<file path="config.mk">
export PLATFORM = sky130hd
export DESIGN_NAME = nvcfg_loader
export DESIGN_NICKNAME = d
export VERILOG_FILES = /design/src/rtl/nvcfg_pkg.sv /design/src/rtl/nvcfg_addr_map.sv /design/src/rtl/nvcfg_boot_gate.sv /design/src/rtl/nvcfg_wear_counter.sv /design/src/rtl/nvcfg_loader.sv
export SDC_FILE = /design/constraint.sdc
export NUM_CORES = 1
export LEC_CHECK = 0
export BUFFER_PORTS_ARGS = -buffer_cell sky130_fd_sc_hd__buf_4
export CAP_MARGIN = 5
export CORE_AREA = 2 2 141 102
export DETAILED_ROUTE_END_ITERATION = 8
export DIE_AREA = 0 0 143 104
export GPL_TIMING_DRIVEN = 1
export MAX_ROUTING_LAYER = met4
export PLACE_DENSITY_LB_ADDON = 0.05
export SETUP_SLACK_MARGIN = 0.4
export SYNTH_ARGS = -nofsm -noshare
export SYNTH_HDL_FRONTEND = slang
export SYNTH_HIERARCHICAL = 1
export SYNTH_SLANG_ARGS = --single-unit
</file>
<file path="constraint.sdc">
create_clock -name clk -period 2.2 [get_ports clk]
set_input_delay 0.44 -clock clk [delete_from_list [all_inputs] [get_ports clk]]
set_output_delay 0.44 -clock clk [all_outputs]
set_load 0.02 [all_outputs]
</file>
<file path="src/rtl/nvcfg_pkg.sv">
package nvcfg_pkg;

    // Controller sequencing states
    typedef enum logic [2:0] {
        ST_OFF   = 3'd0,  // waiting for supply valid
        ST_CP_RD = 3'd1,  // copy: issue array read
        ST_CP_WT = 3'd2,  // copy: wait read latency, then move byte
        ST_IDLE  = 3'd3,  // accepting host accesses (after boot budget)
        ST_WR_RD = 3'd4,  // host array write: blank-check read
        ST_WR_WT = 3'd5   // host array write: wait, then commit or reject
    } ldr_state_e;

endpackage

</file>
<file path="src/rtl/nvcfg_addr_map.sv">
module nvcfg_addr_map #(
    parameter int unsigned ADDR_W      = 16,
    parameter int unsigned BASE        = 'hF800,
    parameter int unsigned ARRAY_BYTES = 512,
    parameter int unsigned IDX_W       = 9
) (
    input  logic [ADDR_W-1:0] addr,
    output logic              in_array,
    output logic [IDX_W-1:0]  idx
);
    logic [ADDR_W:0] off;

    always_comb begin
        off      = {1'b0, addr} - (ADDR_W+1)'(BASE);
        in_array = !off[ADDR_W] && (off < (ADDR_W+1)'(ARRAY_BYTES));
        idx      = IDX_W'(off);
    end
endmodule

</file>
<file path="src/rtl/nvcfg_boot_gate.sv">
module nvcfg_boot_gate #(
    parameter int unsigned BOOT_CYCLES = 200000
) (
    input  logic clk,
    input  logic rst_n,
    input  logic run,
    output logic ready
);
    localparam int unsigned CW = $clog2(BOOT_CYCLES + 1);

    generate
        if (BOOT_CYCLES < 2) begin : g_none
            assign ready = run;
        end else begin : g_count
            logic [CW-1:0] cnt_d, cnt_q;

            always_comb begin
                cnt_d = cnt_q;
                if (run && !ready) cnt_d = cnt_q + CW'(1);
            end

            always_ff @(posedge clk or negedge rst_n) begin
                if (!rst_n) cnt_q <= '0;
                else        cnt_q <= cnt_d;
            end

            assign ready = (cnt_q == CW'(BOOT_CYCLES - 1));
        end
    endgenerate
endmodule

</file>
<file path="src/rtl/nvcfg_wear_counter.sv">
module nvcfg_wear_counter #(
    parameter int unsigned CNT_W = 16
) (
    input  logic             clk,
    input  logic             rst_n,
    input  logic             inc,
    output logic [CNT_W-1:0] count
);
    logic [CNT_W-1:0] cnt_d, cnt_q;

    always_comb begin
        cnt_d = cnt_q;
        if (inc && (cnt_q != '1)) cnt_d = cnt_q + CNT_W'(1);
    end

    always_ff @(posedge clk or negedge rst_n) begin
        if (!rst_n) cnt_q <= '0;
        else        cnt_q <= cnt_d;
    end

    assign count = cnt_q;
endmodule

</file>
<file path="src/rtl/nvcfg_loader.sv">
module nvcfg_loader
    import nvcfg_pkg::*;
#(
    parameter int unsigned ADDR_W      = 16,
    parameter int unsigned DATA_W      = 8,
    parameter int unsigned RAM_AW      = 8,
    parameter int unsigned BASE        = 'hF800,
    parameter int unsigned PAGE_BYTES  = 32,
    parameter int unsigned NUM_PAGES   = 16,
    parameter int unsigned COPY_PAGES  = 7,
    parameter int unsigned RD_LAT      = 2,
    parameter int unsigned BOOT_CYCLES = 200000,
    parameter int unsigned CNT_W       = 16,
    parameter int unsigned CTRL_ADDR   = 'h00D8,
    parameter int unsigned STAT_ADDR   = 'h00D9
) (
    input  logic              clk,
    input  logic              rst_n,
    input  logic              pwr_good,
    input  logic              host_wr_en,
    input  logic              host_rd_en,
    input  logic [ADDR_W-1:0] host_addr,
    input  logic [DATA_W-1:0] host_wdata,
    output logic [DATA_W-1:0] host_rdata,
    output logic              bus_busy,
    output logic              nv_rd_en,
    output logic [ADDR_W-1:0] nv_rd_addr,
    input  logic [DATA_W-1:0] nv_rd_data,
    output logic              nv_wr_en,
    output logic [ADDR_W-1:0] nv_wr_addr,
    output logic [DATA_W-1:0] nv_wr_data,
    output logic              ram_wr_en,
    output logic [RAM_AW-1:0] ram_wr_addr,
    output logic [DATA_W-1:0] ram_wr_data,
    output logic              load_done,
    output logic [CNT_W-1:0]  wr_count
);
    localparam int unsigned ARRAY_BYTES = PAGE_BYTES * NUM_PAGES;
    localparam int unsigned COPY_BYTES  = PAGE_BYTES * COPY_PAGES;
    localparam int unsigned IDX_W       = $clog2(ARRAY_BYTES);
    localparam int unsigned LAT_W       = $clog2(RD_LAT + 1);

    typedef struct packed {
        ldr_state_e        st;
        logic [IDX_W-1:0]  idx;
        logic [LAT_W-1:0]  lat;
        logic              dl;
        logic              err;
        logic              ram_we;
        logic [RAM_AW-1:0] ram_addr;
        logic [DATA_W-1:0] ram_data;
        logic              nv_we;
        logic [DATA_W-1:0] nv_data;
        logic              done;
        logic [DATA_W-1:0] rdata;
    } ldr_regs_t;

    ldr_regs_t d, q;

    logic             boot_ready;
    logic             host_in_array;
    logic [IDX_W-1:0] host_idx;
    logic             access_ok;
    logic             ctrl_hit;
    logic             stat_hit;

    nvcfg_addr_map #(
        .ADDR_W     (ADDR_W),
        .BASE       (BASE),
        .ARRAY_BYTES(ARRAY_BYTES),
        .IDX_W      (IDX_W)
    ) i_addr_map (
        .addr    (host_addr),
        .in_array(host_in_array),
        .idx     (host_idx)
    );

    nvcfg_boot_gate #(
        .BOOT_CYCLES(BOOT_CYCLES)
    ) i_boot_gate (
        .clk  (clk),
        .rst_n(rst_n),
        .run  (q.st != ST_OFF),
        .ready(boot_ready)
    );

    nvcfg_wear_counter #(
        .CNT_W(CNT_W)
    ) i_wear_counter (
        .clk  (clk),
        .rst_n(rst_n),
        .inc  (q.nv_we),
        .count(wr_count)
    );

    assign bus_busy  = (q.st != ST_IDLE) || !boot_ready;
    assign access_ok = !bus_busy;
    assign ctrl_hit  = (host_addr == ADDR_W'(CTRL_ADDR));
    assign stat_hit  = (host_addr == ADDR_W'(STAT_ADDR));

    always_comb begin
        d        = q;
        d.ram_we = 1'b0;
        d.nv_we  = 1'b0;
        d.done   = 1'b0;

        // Host register reads (only when not busy)
        if (host_rd_en && access_ok) begin
            if (ctrl_hit) begin
                d.rdata = {{(DATA_W-1){1'b0}}, q.dl};
            end else if (stat_hit) begin
                d.rdata = {{(DATA_W-1){1'b0}}, q.err};
                d.err   = 1'b0;
            end else begin
                d.rdata = '0;
            end
        end

        unique case (q.st)
            ST_OFF: begin
                if (pwr_good) begin
                    d.st  = ST_CP_RD;
                    d.idx = '0;
                end
            end
            ST_CP_RD: begin
                d.st  = ST_CP_WT;
                d.lat = LAT_W'(RD_LAT - 1);
            end
            ST_CP_WT: begin
                if (q.lat != '0) begin
                    d.lat = q.lat - LAT_W'(1);
                end else begin
                    d.ram_we   = 1'b1;
                    d.ram_addr = RAM_AW'(q.idx);
                    d.ram_data = nv_rd_data;
                    if (q.idx == IDX_W'(COPY_BYTES - 1)) begin
                        d.st   = ST_IDLE;
                        d.dl   = 1'b0;
                        d.done = 1'b1;
                    end else begin
                        d.idx = q.idx + IDX_W'(1);
                        d.st  = ST_CP_RD;
                    end
                end
            end
            ST_IDLE: begin
                if (host_wr_en && access_ok) begin
                    if (ctrl_hit) begin
                        if (host_wdata[0]) begin
                            d.dl  = 1'b1;
                            d.idx = '0;
                            d.st  = ST_CP_RD;
                        end
                    end else if (host_in_array) begin
                        d.idx     = host_idx;
                        d.nv_data = host_wdata;
                        d.st      = ST_WR_RD;
                    end
                end
            end
            ST_WR_RD: begin
                d.st  = ST_WR_WT;
                d.lat = LAT_W'(RD_LAT - 1);
            end
            ST_WR_WT: begin
                if (q.lat != '0) begin
                    d.lat = q.lat - LAT_W'(1);
                end else begin
                    if (nv_rd_data == '1) d.nv_we = 1'b1;
                    else                  d.err   = 1'b1;
                    d.st = ST_IDLE;
                end
            end
            default: d.st = ST_OFF;
        endcase
    end

    always_ff @(posedge clk or negedge rst_n) begin
        if (!rst_n) begin
            q <= '{st: ST_OFF, default: '0};
        end else begin
            q <= d;
        end
    end

    assign nv_rd_en    = (q.st == ST_CP_RD) || (q.st == ST_WR_RD);
    assign nv_rd_addr  = ADDR_W'(BASE) + ADDR_W'(q.idx);
    assign nv_wr_en    = q.nv_we;
    assign nv_wr_addr  = ADDR_W'(BASE) + ADDR_W'(q.idx);
    assign nv_wr_data  = q.nv_data;
    assign ram_wr_en   = q.ram_we;
    assign ram_wr_addr = q.ram_addr;
    assign ram_wr_data = q.ram_data;
    assign load_done   = q.done;
    assign host_rdata  = q.rdata;

endmodule

</file>
# After elaboration in Yosys (flattened, before gate mapping)
# Index checks and enable logic that the tools add are counted.
totals:
  register_bits: 85
  inputBits: 37
  out_inout_bits: 85
  elab_cells: 105
op_classes:
  add_sub_neg: 6
  order_cmp: 1
  n_eq_ne: 23
  n_mux: 35
  bitwise_logic: 2
  n_reduce_logical: 24
op_table:
  columns: ["cell", "n"]
  rows:
  - ["$mux 12", 6]
  - ["$mux 17", 2]
  - ["$eq 16x8->1 const B", 2]
  - ["$pmux 9 s3", 1]
  - ["$mux 1", 19]
  - ["$add 18x1->18 const B", 1]
  - ["$eq 18x18->1 const B", 1]
  - ["$pmux 3 s6", 1]
  - ["$lt 17x10->1 const B", 1]
  - ["$sub 16x16->17 const B", 1]
  - ["$add 16x1->16 const B", 1]
  - ["$ne 16x16->1 const B", 1]
  - ["$ne 2x2->1 const B", 8]
  - ["$add 12x10->13 const A", 1]
  - ["$reduce_and 6->1", 2]
  - ["$add 9x1->9 const B", 1]
  - ["$eq 9x8->1 const B", 1]
  - ["$mux 9", 1]
  - ["$eq 8x8->1 const B", 1]
  - ["$reduce_and 7->1", 1]
  - ["$eq 3x2->1 const B", 2]
  - ["$eq 3x3->1 const B", 2]
  - ["$ne 3x3->1 const B", 2]
  - ["$reduce_bool 2->1", 3]
  - ["other kinds (17)", 29]

# Longest topological paths before layout
depth:
  ltp_word: 9
  depth_mapped: 8
  mapped_depth_nobuf: 8

# Modules after synthesis
# Netlist, hierarchy kept.
modules_own_cells:
  columns: ["mod", "n_inst", "cells_each", "area_per_inst_um2", "seq_area_each_um2"]
  rows:
  - ["nvcfg_loader", 1, 278, 2775.2, 1101.1]
  - ["nvcfg_boot_gate", 1, 95, 934.6, 450.4]
  - ["nvcfg_wear_counter", 1, 72, 859.6, 400.4]
  - ["nvcfg_addr_map", 1, 12, 88.8, 0.0]

# Worst setup path before layout
# No wires, ideal clock.
synth_path:
  kind: "reg-to-reg"
  start: "reg i_boot_gate.g_count.cnt_q[6]"
  end: "reg q, in the netlist nv_wr_data[0]"
  setup_ps: 125
  arrival_time_ps: 2250
  t_required_ps: 2075
  setup_slack_ps: -175
  stages_incl_launch_ff: 7
  path_buffers: 0
  period_less_slack_ps: 2375
  path_cell_list: "dfrtp_1 > nor4bb_1 > nand4_1 > nor3_1 > nand2_1 > nor3b_4 > mux2_2"
synth_via:
  elab_chain_cells: 6
synth_lines:
  columns: ["element", "line_no", "text"]
  rows:
  - ["from (decl)", "nvcfg_boot_gate.sv:15", "logic [CW-1:0] cnt_d, cnt_q;"]
  - ["from (signal assigned)", "nvcfg_boot_gate.sv:24", "else cnt_q <= cnt_d;"]
  - ["$eq 18x18->1", "nvcfg_boot_gate.sv:27", "assign ready = (cnt_q == CW'(BOOT_CYCLES - 1));"]
  - ["via boot_ready", "nvcfg_loader.sv:60", "logic boot_ready;"]
  - ["$logic_not 1->1", "nvcfg_loader.sv:96", "assign bus_busy = (q.st != ST_IDLE) || !boot_ready;"]
  - ["$logic_or 1x1->1", "nvcfg_loader.sv:96", null]
  - ["$logic_not 1->1", "nvcfg_loader.sv:97", "assign access_ok = !bus_busy;"]
  - ["$logic_and 1x1->1", "nvcfg_loader.sv:148", "if (host_wr_en && access_ok) begin"]
  - ["$reduce_and 4->1 (no source line)", null, null]
  - ["to (signal assigned)", "nvcfg_loader.sv:181", "q <= '{st: ST_OFF, default: '0};"]
  - ["to (signal assigned)", "nvcfg_loader.sv:183", "q <= d;"]
  - ["to (decl)", "nvcfg_loader.sv:58", "ldr_regs_t d, q;"]
# The timed path passes the listed nets, and every way through them passes these cells.
# A chain may end at the register's enable or synchronous reset.

# Final worst setup path
layout_path:
  start: "reg i_boot_gate.g_count.cnt_q[6]"
  end: "out bus_busy"
layout_via:
  elab_chain_cells: 3
layout_lines:
  columns: ["element", "line_no", "text"]
  rows:
  - ["$eq 18x18->1", "nvcfg_boot_gate.sv:27", null]
  - ["via boot_ready", "nvcfg_loader.sv:60", null]
  - ["$logic_not 1->1", "nvcfg_loader.sv:96", null]
  - ["$logic_or 1x1->1", "nvcfg_loader.sv:96", null]
  - ["to (decl)", "nvcfg_loader.sv:25", "output logic bus_busy,"]
# The timed path passes the listed nets, and every way through them passes these cells.

==> results.toml <==
[setup_path]
slowest_delay_ps = 370
cp_num_buf_inv = 3
crit_chain = "nor4bb_1 > buf_4 > nand4_1 > nor3_4 > buf_6 > nand2_4 > buf_6"
crit_fanout = 3
critPathArrivalTime_ps = 1810
critical_path_class = "flop to primary output"
crit_cells = 7
crit_path_start_kind = "flop"
required_ps = 1760
crit_top_cell = "buf_6"
critPathTopFamily = "simple AND/OR/NAND/NOR gates"
r2r.worst_path.cells = 9
crit_path_end_kind = "primary output"
slowest_stage = "dfrtp_1"

[synth]
syn_area_um2 = 4660
synth_area_per_cell_um2 = 10.2
ys_types = 65
ys.flop_type = "dfrtp_1"
synth-edff-count = 0
synthArstFlopShare_pct = 100
yosys_warnings = 6
syn_inst = 457
ys_seq_area_share_pct = 41.9
ys_seq_elements = 78

[timing]
hold_slack_ps = 330
final-max-slew-violation-count = 0
hold_viol = 0
finClkSkew_ps = 7.63
fin_setup_tns_ps = -46.5
setup_viol = 1
rsz0062_at_grt = "true"
fin_crit_ps = 2250
worst_slack_ps = -46.5
finalCritPeriodShare_pct = 102
max_freq_mhz = 445

[clock_network]
cts_sinks = 78
cts_max_level = 3
clkTransAtPathRegs_ps = 70
numCtsBuffers = 9
clk_latency_ps = 340
cts_root_buf = "clkbuf_16"
cts_tree = "done"
clk_path_buf_depth = 2

[layout]
postLayoutCellArea_um2 = 6150
final_common_cell = "buf_4"
drive_above_1_share_pct = 45.3
final_util_pct = 45.4
seq_area_um2 = 1950
num-fill-cells = 1294
layout_common_cells = "buf_4 (149), dfrtp_1 (76), nor2_1 (22)"
stdcell_count = 760
finalNetCount = 606
diodes = 0
area_growth_syn_to_layout_pct = 32.1
multi_input_area_um2 = 2360

[floorplan]
start_util_pct = 34.4
dieArea_um2 = 14900
io_pins = 122
core_um2 = 13600
fp.dieW_um = 143
die_height_um = 104
row_count = 36

[global_route]
grt_overflow = 0
use_met3_pct = 3.41
antenna_found_initial = 0
grt_first_pass_wirelength_mm = 20.1
grt_pass1_vias = 3628
grt_busiest_layer = "met2"
gr-usage-met1_pct = 25.7
grt_max_degree = 61
track_usage_pct = 17.7
globalRouteMet2Util_pct = 25.7

[pwr]
powerDensity_nw_per_um2 = 550
vdd_ir_drop_max_mv = 0.347
p_leak_nw = 2.93

[detailed_routing]
vias = 3796
drcViolationCount = 0
drtPass1Iterations = 4
drt_wl_total_mm = 12.6
wl_per_cell_um = 16.6
viasPerCell = 4.99
first_iter_violations = 159
antenna_left = 0

[place]
dp_hpwl_mm = 9.19
placed_area_um2 = 5500
gp_congestion = 0.866
port_buffers = 100
dp.cells = 727

[outcome]
status = "complete, but fails checks"
failed_checks = "setup timing"

[hold_path]
min_path_type = "input pin to flop"
hold_path_depth = 2

[job]
drv_cap = 0
[worst reg2reg max path: cells and delay by family, from the launching register on]
kind	cells	cell delay [ps]
compound gates	3	610
buf+inv	2	300
flops	1	370
mux	1	150
simple gates	3	630
[final cells by class]
| class | count | area share (%) |
|---|---|---|
| Inverter | 19 | 1.16 |
| Tap cell | 190 | 3.86 |
| Timing Repair Buffer | 158 | 20.1 |
| Clock inverter | 6 | 1.02 |
| Multi-Input combinational cell | 299 | 38.4 |
| Clock buffer | 10 | 3.72 |
| Sequential cell | 78 | 31.8 |
[power breakdown]
part	internal [mW]	total (mW)	switching, mW
Combinational	0.158	0.374	0.215
Sequential	1.49	1.52	0.0384
Clock	0.877	1.49	0.612
[per-stage QoR]
| step | setup slack (ps) | power (mW) |
|---|---|---|
| after global placement | -53.4 | 1.92 |
| after CTS | -103 | 3.44 |
| after global routing | -153 | 3.54 |
| after detailed placement | -107 | 1.92 |
| final | -46.5 | 3.39 |
| after floorplan | -2.11 | 1.77 |
[final timing paths]
path / to / start / slack (ps)
max in group asynchronous: q[48] / rst_n / 1030
max reg2reg: q[40] / i_boot_gate/g_count.cnt_q[6] / 10
min reg2reg: ram_wr_addr[2] / ram_wr_addr[2] / 500
min in group asynchronous: ram_wr_addr[7] / rst_n / 520
min: nv_wr_data[7] / host_wdata[7] / 330
max: bus_busy / i_boot_gate/g_count.cnt_q[6] / -50
[layer usage]
metal	wire length (um)	vias to the layer above
met5	0	-
met4	76	0
met3	663	10
met2	5470	114
met1	6430	1884
li1	-	1788
[timing repair]
item / CTS / global route
buffers inserted: 7 / 7
endpoints found under the setup margin: 29 / 44
hold buffers: 1 / 0
gates resized for setup: 36 / 17
hold endpoints to repair: 18 / 0
pin swaps: 10 / 6
cloned: 2 / 0
[state kept, by name (all words and copies together), names as in the netlist]
signal	count
host_rdata	1
i_boot_gate/g_count.cnt_q	18
i_wear_counter/count	16
load_done	1
nv_wr_data	8
nv_wr_en	1
q	16
ram_wr_addr	8
ram_wr_data	8
ram_wr_en	1
[Yosys cell counts (5+ instances only)]
| library cell | instances | share of area (%) |
|---|---|---|
| o221ai_1 | 8 | 1.5 |
| o21a_1 | 5 | 0.81 |
| nand2_1 | 23 | 1.9 |
| o21ai_0 | 15 | 1.6 |
| xnor2_1 | 13 | 2.4 |
| a21oi_1 | 19 | 2.0 |
| nand4_1 | 20 | 2.7 |
| buf_4 | 73 | 12 |
| nor2_1 | 24 | 1.9 |
| nand3_1 | 16 | 1.7 |
| dfrtp_1 | 78 | 42 |
| clkbuf_1 | 7 | 0.56 |
| mux2_2 | 25 | 6.0 |
| nor3_1 | 8 | 0.86 |
| xor2_1 | 5 | 0.94 |
| a32oi_1 | 5 | 0.94 |
| inv_1 | 19 | 1.5 |
| and3_1 | 8 | 1.1 |
| a31oi_1 | 6 | 0.81 |
[cell families after synthesis]
logic type               Yosys count  share of synthesized area, %
AND/OR/NAND/NOR                  151                          20.7
buffers and inverters            101                          14.2
flip-flops                        78                          41.9
AO/OA/AOI/OAI                     73                          11.4
multiplexers                      30                          7.17
XOR/XNOR                          18                          3.38
adder cells (fa/ha/maj)            4                          1.07
other                              2                         0.161
(Power assumes the default switching activity.)
